**src/rtl/txf_pkg.sv**
```systemverilog
package txf_pkg;
  localparam int DATA_W = 8;

  typedef enum logic [2:0] {
    PH_IDLE,
    PH_START,
    PH_DATA,
    PH_PARITY,
    PH_STOP
  } phase_e;

  // strobes from control to datapath
  typedef struct packed {
    logic   load;
    logic   shift;
    phase_e phase;
  } ctrlStrobe_t;
endpackage

```
**src/rtl/txf_hold.sv**
```systemverilog
module txf_hold #(
  parameter int WIDTH = 8,
  parameter int DEPTH = 16
) (
  input  logic             clk,
  input  logic             rstN,
  input  logic             fifoMode,
  input  logic             wrEn,
  input  logic [WIDTH-1:0] wrData,
  input  logic             pop,
  output logic [WIDTH-1:0] rdData,
  output logic             empty
);
  localparam int AW = (DEPTH > 1) ? $clog2(DEPTH) : 1;
  localparam logic [AW:0] CAP_FIFO = AW'(DEPTH) == 0 ? (AW+1)'(DEPTH) : (AW+1)'(DEPTH);

  logic [WIDTH-1:0] mem [DEPTH];
  logic [AW-1:0]    wrPtr, rdPtr;
  logic [AW:0]      count;
  logic [AW:0]      cap;
  logic             full, push;

  assign cap   = fifoMode ? CAP_FIFO : (AW+1)'(1);
  assign full  = count >= cap;
  assign empty = count == '0;
  assign push  = wrEn && !full;
  assign rdData = mem[rdPtr];

  function automatic logic [AW-1:0] nextPtr(input logic [AW-1:0] p);
    return (p == AW'(DEPTH - 1)) ? '0 : p + AW'(1);
  endfunction

  always_ff @(posedge clk) begin
    if (push) mem[wrPtr] <= wrData;
  end

  always_ff @(posedge clk) begin
    if (!rstN) begin
      wrPtr <= '0;
      rdPtr <= '0;
      count <= '0;
    end else begin
      if (push) wrPtr <= nextPtr(wrPtr);
      if (pop)  rdPtr <= nextPtr(rdPtr);
      count <= count + (AW+1)'(push) - (AW+1)'(pop);
    end
  end

  // a write into a full stage leaves the occupancy alone
  p_full_write_ignored_r7: assert property (@(posedge clk) disable iff (!rstN)
    (wrEn && full && !pop) |=> (count == $past(count)));

  // the control only takes a character that is really there
  p_pop_nonempty_r8: assert property (@(posedge clk) disable iff (!rstN)
    pop |-> !empty);
endmodule

```
**src/rtl/txf_ctrl.sv**
```systemverilog
module txf_ctrl
  import txf_pkg::*;
(
  input  logic        clk,
  input  logic        rstN,
  input  logic        tickEn,
  input  logic        holdEmpty,
  input  logic [1:0]  dataLen,
  input  logic        parityEn,
  input  logic        stopLong,
  output ctrlStrobe_t strb
);
  localparam logic [4:0] BIT_LAST = 5'd15;

  phase_e     state;
  logic [4:0] cnt;
  logic [2:0] bitIdx;
  logic [2:0] lastIdx;
  logic [4:0] stopLast;
  logic       stopEnd;

  assign lastIdx  = {1'b0, dataLen} + 3'd4;
  assign stopLast = !stopLong ? 5'd15 : ((dataLen == 2'd0) ? 5'd23 : 5'd31);
  assign stopEnd  = (state == PH_STOP) && (cnt == stopLast);

  always_comb begin
    strb.phase = state;
    strb.load  = tickEn && !holdEmpty && ((state == PH_IDLE) || stopEnd);
    strb.shift = tickEn && (state == PH_DATA) && (cnt == BIT_LAST);
  end

  always_ff @(posedge clk) begin
    if (!rstN) begin
      state  <= PH_IDLE;
      cnt    <= '0;
      bitIdx <= '0;
    end else if (tickEn) begin
      case (state)
        PH_IDLE: begin
          if (strb.load) begin
            state <= PH_START;
            cnt   <= '0;
          end
        end
        PH_START: begin
          if (cnt == BIT_LAST) begin
            state  <= PH_DATA;
            cnt    <= '0;
            bitIdx <= '0;
          end else cnt <= cnt + 5'd1;
        end
        PH_DATA: begin
          if (cnt == BIT_LAST) begin
            cnt <= '0;
            if (bitIdx == lastIdx) state <= parityEn ? PH_PARITY : PH_STOP;
            else bitIdx <= bitIdx + 3'd1;
          end else cnt <= cnt + 5'd1;
        end
        PH_PARITY: begin
          if (cnt == BIT_LAST) begin
            state <= PH_STOP;
            cnt   <= '0;
          end else cnt <= cnt + 5'd1;
        end
        PH_STOP: begin
          if (stopEnd) begin
            state <= strb.load ? PH_START : PH_IDLE;
            cnt   <= '0;
          end else cnt <= cnt + 5'd1;
        end
        default: state <= PH_IDLE;
      endcase
    end
  end

  // nothing moves between ticks
  p_tick_gate_r10: assert property (@(posedge clk) disable iff (!rstN)
    !tickEn |=> ($stable(state) && $stable(cnt) && $stable(bitIdx)));

  // a load always opens a fresh start bit on the following cycle
  p_load_starts_r6: assert property (@(posedge clk) disable iff (!rstN)
    strb.load |=> (state == PH_START && cnt == 5'd0));
endmodule

```
**src/rtl/txf_shift.sv**
```systemverilog
module txf_shift
  import txf_pkg::*;
(
  input  logic              clk,
  input  logic              rstN,
  input  ctrlStrobe_t       strb,
  input  logic              breakCtl,
  input  logic [DATA_W-1:0] loadData,
  input  logic [1:0]        dataLen,
  input  logic              parityOdd,
  output logic              txOut
);
  logic [DATA_W-1:0] shReg;
  logic [DATA_W-1:0] mask;
  logic [DATA_W-1:0] masked;
  logic              parBit;

  assign mask   = {DATA_W{1'b1}} >> (2'd3 - dataLen);
  assign masked = loadData & mask;

  always_ff @(posedge clk) begin
    if (!rstN) begin
      shReg  <= '0;
      parBit <= 1'b0;
    end else if (strb.load) begin
      shReg  <= masked;
      parBit <= (^masked) ^ parityOdd;
    end else if (strb.shift) begin
      shReg  <= shReg >> 1;
    end
  end

  always_comb begin
    if (breakCtl) txOut = 1'b0;
    else begin
      case (strb.phase)
        PH_START:  txOut = 1'b0;
        PH_DATA:   txOut = shReg[0];
        PH_PARITY: txOut = parBit;
        default:   txOut = 1'b1;
      endcase
    end
  end
endmodule

```
**src/rtl/uart_tx_framer.sv**
```systemverilog
module uart_tx_framer
  import txf_pkg::*;
#(
  parameter int HOLD_DEPTH = 16
) (
  input  logic       clk,
  input  logic       rstN,
  input  logic       tickEn,
  input  logic       wrEn,
  input  logic [7:0] wrData,
  input  logic       fifoMode,
  input  logic [1:0] dataLen,
  input  logic       parityEn,
  input  logic       parityOdd,
  input  logic       stopLong,
  input  logic       breakCtl,
  output logic       txOut,
  output logic       holdEmpty,
  output logic       txEmpty
);
  ctrlStrobe_t       strb;
  logic [DATA_W-1:0] holdData;

  txf_hold #(.WIDTH(DATA_W), .DEPTH(HOLD_DEPTH)) u_hold (
    .clk(clk), .rstN(rstN), .fifoMode(fifoMode), .wrEn(wrEn), .wrData(wrData),
    .pop(strb.load), .rdData(holdData), .empty(holdEmpty)
  );

  txf_ctrl u_ctrl (
    .clk(clk), .rstN(rstN), .tickEn(tickEn), .holdEmpty(holdEmpty),
    .dataLen(dataLen), .parityEn(parityEn), .stopLong(stopLong), .strb(strb)
  );

  txf_shift u_shift (
    .clk(clk), .rstN(rstN), .strb(strb), .breakCtl(breakCtl), .loadData(holdData),
    .dataLen(dataLen), .parityOdd(parityOdd), .txOut(txOut)
  );

  assign txEmpty = holdEmpty && (strb.phase == PH_IDLE);

  // an idle transmitter holds the line high unless breaking
  p_idle_high_r1: assert property (@(posedge clk) disable iff (!rstN)
    (txEmpty && !breakCtl) |-> txOut);
endmodule

```
**config.mk**
```make
export PLATFORM = sky130hd
export DESIGN_NAME = uart_tx_framer
export DESIGN_NICKNAME = d
export VERILOG_FILES = /design/src/rtl/txf_pkg.sv /design/src/rtl/txf_hold.sv /design/src/rtl/txf_ctrl.sv /design/src/rtl/txf_shift.sv /design/src/rtl/uart_tx_framer.sv
export SDC_FILE = /design/constraint.sdc
export NUM_CORES = 1
export LEC_CHECK = 0
export ABC_AREA = 1
export CAP_MARGIN = 20
export CELL_PAD_IN_SITES_DETAIL_PLACEMENT = 1
export CELL_PAD_IN_SITES_GLOBAL_PLACEMENT = 1
export CORE_MARGIN = 2
export CORE_UTILIZATION = 35
export CTS_CLUSTER_SIZE = 25
export DETAILED_ROUTE_END_ITERATION = 8
export DONT_BUFFER_PORTS = 1
export PLACE_DENSITY = 0.56
export SLEW_MARGIN = 0
export SYNTH_ARGS = -nofsm -noshare
export SYNTH_HDL_FRONTEND = slang
export SYNTH_HIERARCHICAL = 1
export SYNTH_SLANG_ARGS = --single-unit
```
**constraint.sdc**
```tcl
create_clock -name clk -period 4.01 [get_ports clk]
set_input_delay 0.802 -clock clk [delete_from_list [all_inputs] [get_ports clk]]
set_output_delay 0.802 -clock clk [all_outputs]
set_load 0.005 [all_outputs]
```
==> qor.csv <==
metric,value,unit
initial core utilization,0.358,
Post-DRT Antenna Nets,0,
CTS sink count,165,
die area,22800,sq um
Worst Setup SP,u_hold/count[2],
LEAKAGE,3.27,nW
setup bufs post-CTS,0,
GRT busiest layer,met2,
maximum vdd drop,277,uV
Core Area,21100,sq um
# setup viols final,0,
antenna violations before repair,0,
NumNets Final,818,
DR pass1 iterations,5,
sequential share of the synthesized area,0.607,
M3 GR Usage,0.0331,
Finished Core Util,0.402,
Mapped Cells,767,
CP Launch Type,flip-flop,
# fillers,2372,
Hold Buf Count CTS,0,
CTS tree,done,
global-route wire length before repair,30.8,mm
final WL,19.4,mm
Syn Area/Cell,9.85,sq um
num ports,22,
Die Ht,151,um
syn nets,806,
max_slew headroom,0.364,
met2 Use GR,0.308,
clock-pin slew on the worst setup and hold paths,0.07,ns
I/O Buffers,0,
worst skew pair latency,0.43,ns
Routability Congestion,0.778,
Final HPWL DP,13.3,mm
CP Max Fanout,4,
vias in the first global route,5483,
# Max-Cap Violations,0,
fin crit period,3.05,ns
power per cell area,625,nW/um^2
Final Hold Fails,0,
fmax,0.328,GHz
Final Total Pwr,5.29,mW
slowest CP cell,fa_1,
Rows,53,
Storage cell area,4590,sq um
grt total ovfl,0,
unrepaired setup endpoints after global routing,false,
Root Driver,clkbuf_16,
setup_tns,0,ns
Wirelength per Cell,18.2,um
cts bufs inserted,17,
synthesized cell area,7550,sq um
final max-slew violation count,0,
worst r2r src,u_hold/count[2],
post-synth cell types,41,
via count,5293,
Syn-to-layout area delta,12.1,%
Worst setup EP type,flip-flop,
WS Path Type,flip-flop to flip-flop,
CP Data Arrival Time,3.37,ns
multi-input logic area,2440,sq um
Residual DRC,0,
Antenna diodes,0,
crit-path max cell delay,0.40,ns
post-route cell area,8470,sq um
worst endpoint required time,4.33,ns
placed standard-cell area,7900,sq um
clk buf depth,2,
Yosys reg bits,165,
H-tree levels,4,
Total GRT Usage,0.184,
most numerous cell on the critical path,nor2_1,
fraction of the cycle the final worst path needs,0.760,
outcome,"finished, final reports clean",
chip width,151,um
GR Layer Usage met1,0.242,
Clock Skews,0.00876,ns
post_cts resized,0,
largest net degree at the start of global routing,94,
Ys Warns,6,
worst hold path class,primary input to flip-flop,
1st-iter DRT viols,294,
Worst Max-Slew Pin Slew,0.955,ns
"Cell Chain, Critical Path","inv_1, ha_1, nand3_1, nor2_1, or2_1, nor2_1, a21boi_1, ha_1, inv_1, ha_1, inv_1, fa_1, o21ai_0, a21oi_1, nor2_1, nor2_1",
vias per cell,4.96,
layout cells sized above 1,0.0909,
hold path startpoint,wrData[0],
[worst max-delay path, delay by kind of cell, from the launching register on]
kind | cells | cell delay (ns)
fa+ha+maj | 4 | 1.06
simple gates | 6 | 0.76
compound gates | 3 | 0.59
flops | 1 | 0.34
buf+inv | 3 | 0.20
[where the power goes]
part	switching [mW]	total (mW)	leakage, nW	internal, mW
logic	1.10	1.63	1.53	0.527
clock network	0.744	1.57	0.279	0.822
registers	0.104	2.10	1.46	1.99
[metal layers]
metal	part of all wire	wire, um	vias up
met3	0.042	818	11
met5	0	0	-
li1	-	-	2626
met1	0.45	8750	2583
met2	0.50	9690	73
met4	0.0088	171	0
[sequential cells by signal, summed over array words and instances (netlist names), 3 cells and up, named ones only]
| name | count |
|---|---|
| u_ctrl/state | 3 |
| u_hold/rdPtr | 4 |
| u_hold/mem | 128 |
| u_ctrl/bitIdx | 3 |
| u_ctrl/cnt | 5 |
| u_hold/wrPtr | 4 |
| u_shift/shReg | 8 |
| u_hold/count | 5 |
[cell type report]
class / count / area share
inverter: 99 / 0.0439
multi-input combinational: 475 / 0.288
timing repair buffer: 21 / 0.0186
clock inverter: 15 / 0.0171
tap: 275 / 0.0406
clock buffer: 17 / 0.0502
sequential: 165 / 0.542
[stage by stage]
step / setup slack (ns) / hold slack, ns / instances
2_1_floorplan: 0.806 / 0.435 / 767
3_3_place_gp: 0.998 / 0.451 / 1035
3_5_place_dp: 0.921 / 0.465 / 1035
4_1_cts: 0.910 / 0.440 / 1067
5_1_grt: 0.583 / 0.436 / 1067
6_report: 0.962 / 0.464 / 1067
[synthesized netlist by cell type]
cell	number	area, sq um
nand2_1	138	518
edfxtp_1	128	3840
inv_1	92	345
nor2_1	90	338
nand3_1	74	370
o21ai_0	38	190
dfxtp_1	37	741
o211ai_1	29	218
a21oi_1	22	110
nor3_1	21	105
ha_1	19	238
buf_2	13	65.1
clkbuf_1	7	26.3
xor2_1	7	61.3
inv_2	6	22.5
nand2_2	5	31.3
buf_4	4	30.0
nand4_1	4	25.0
buf_6	3	33.8
o221ai_1	3	26.3
xnor2_1	3	26.3
a211oi_1	2	15.0
a31oi_1	2	12.5
nor2_2	2	12.5
o21bai_1	2	15.0
a21boi_0	1	7.51
a21o_1	1	7.51
a21oi_2	1	8.76
a221oi_1	1	8.76
and3_1	1	6.26
buf_1	1	3.75
clkinv_1	1	3.75
fa_1	1	20.0
nand2_4	1	11.3
nand3b_1	1	7.51
nor2_4	1	11.3
nor3_2	1	10.0
o21ai_1	1	5.00
o21ai_2	1	8.76
or2_1	1	6.26
or2_2	1	6.26
[cells by family after synthesis]
family / Yosys count / share of synthesized area
AOI/OAI and AO/OA: 104 / 0.0838
and+or+nand+nor: 341 / 0.193
adders and majority gates: 20 / 0.0341
buffers and inverters: 127 / 0.0702
DFF: 165 / 0.607
xor gates and xnor gates: 10 / 0.0116
[path summary, 6_finish.rpt]
kind / slack (ns) / cells past startpoint / end
setup reg to reg: 0.96 / 16 / u_hold/count[4]
hold reg to reg: 0.47 / 1 / flip-flop
setup / recovery: 0.96 / 16 / u_hold/count[4]
hold / removal: 0.46 / 0 / u_hold/mem[14][0]
[cell usage in the layout, fill, tap and decap left out, types with 2 or more instances in the layout]
cell type	netlist	routed
a211oi_1	2	2
a21oi_1	22	22
a31oi_1	2	2
buf_4	4	21
clkbuf_16	0	17
clkinv_1	1	2
clkinv_2	0	2
clkinv_8	0	3
dfxtp_1	37	36
edfxtp_1	128	128
ha_1	19	19
inv_1	92	92
inv_2	6	6
inv_6	0	5
inv_8	0	2
nand2_1	138	138
nand2_2	5	5
nand3_1	74	74
nand4_1	4	4
nor2_1	90	90
nor2_2	2	2
nor3_1	21	21
o211ai_1	29	29
o21ai_0	38	38
o21bai_1	2	2
o221ai_1	3	3
xnor2_1	3	3
xor2_1	7	7
(Power assumes the default switching activity.)
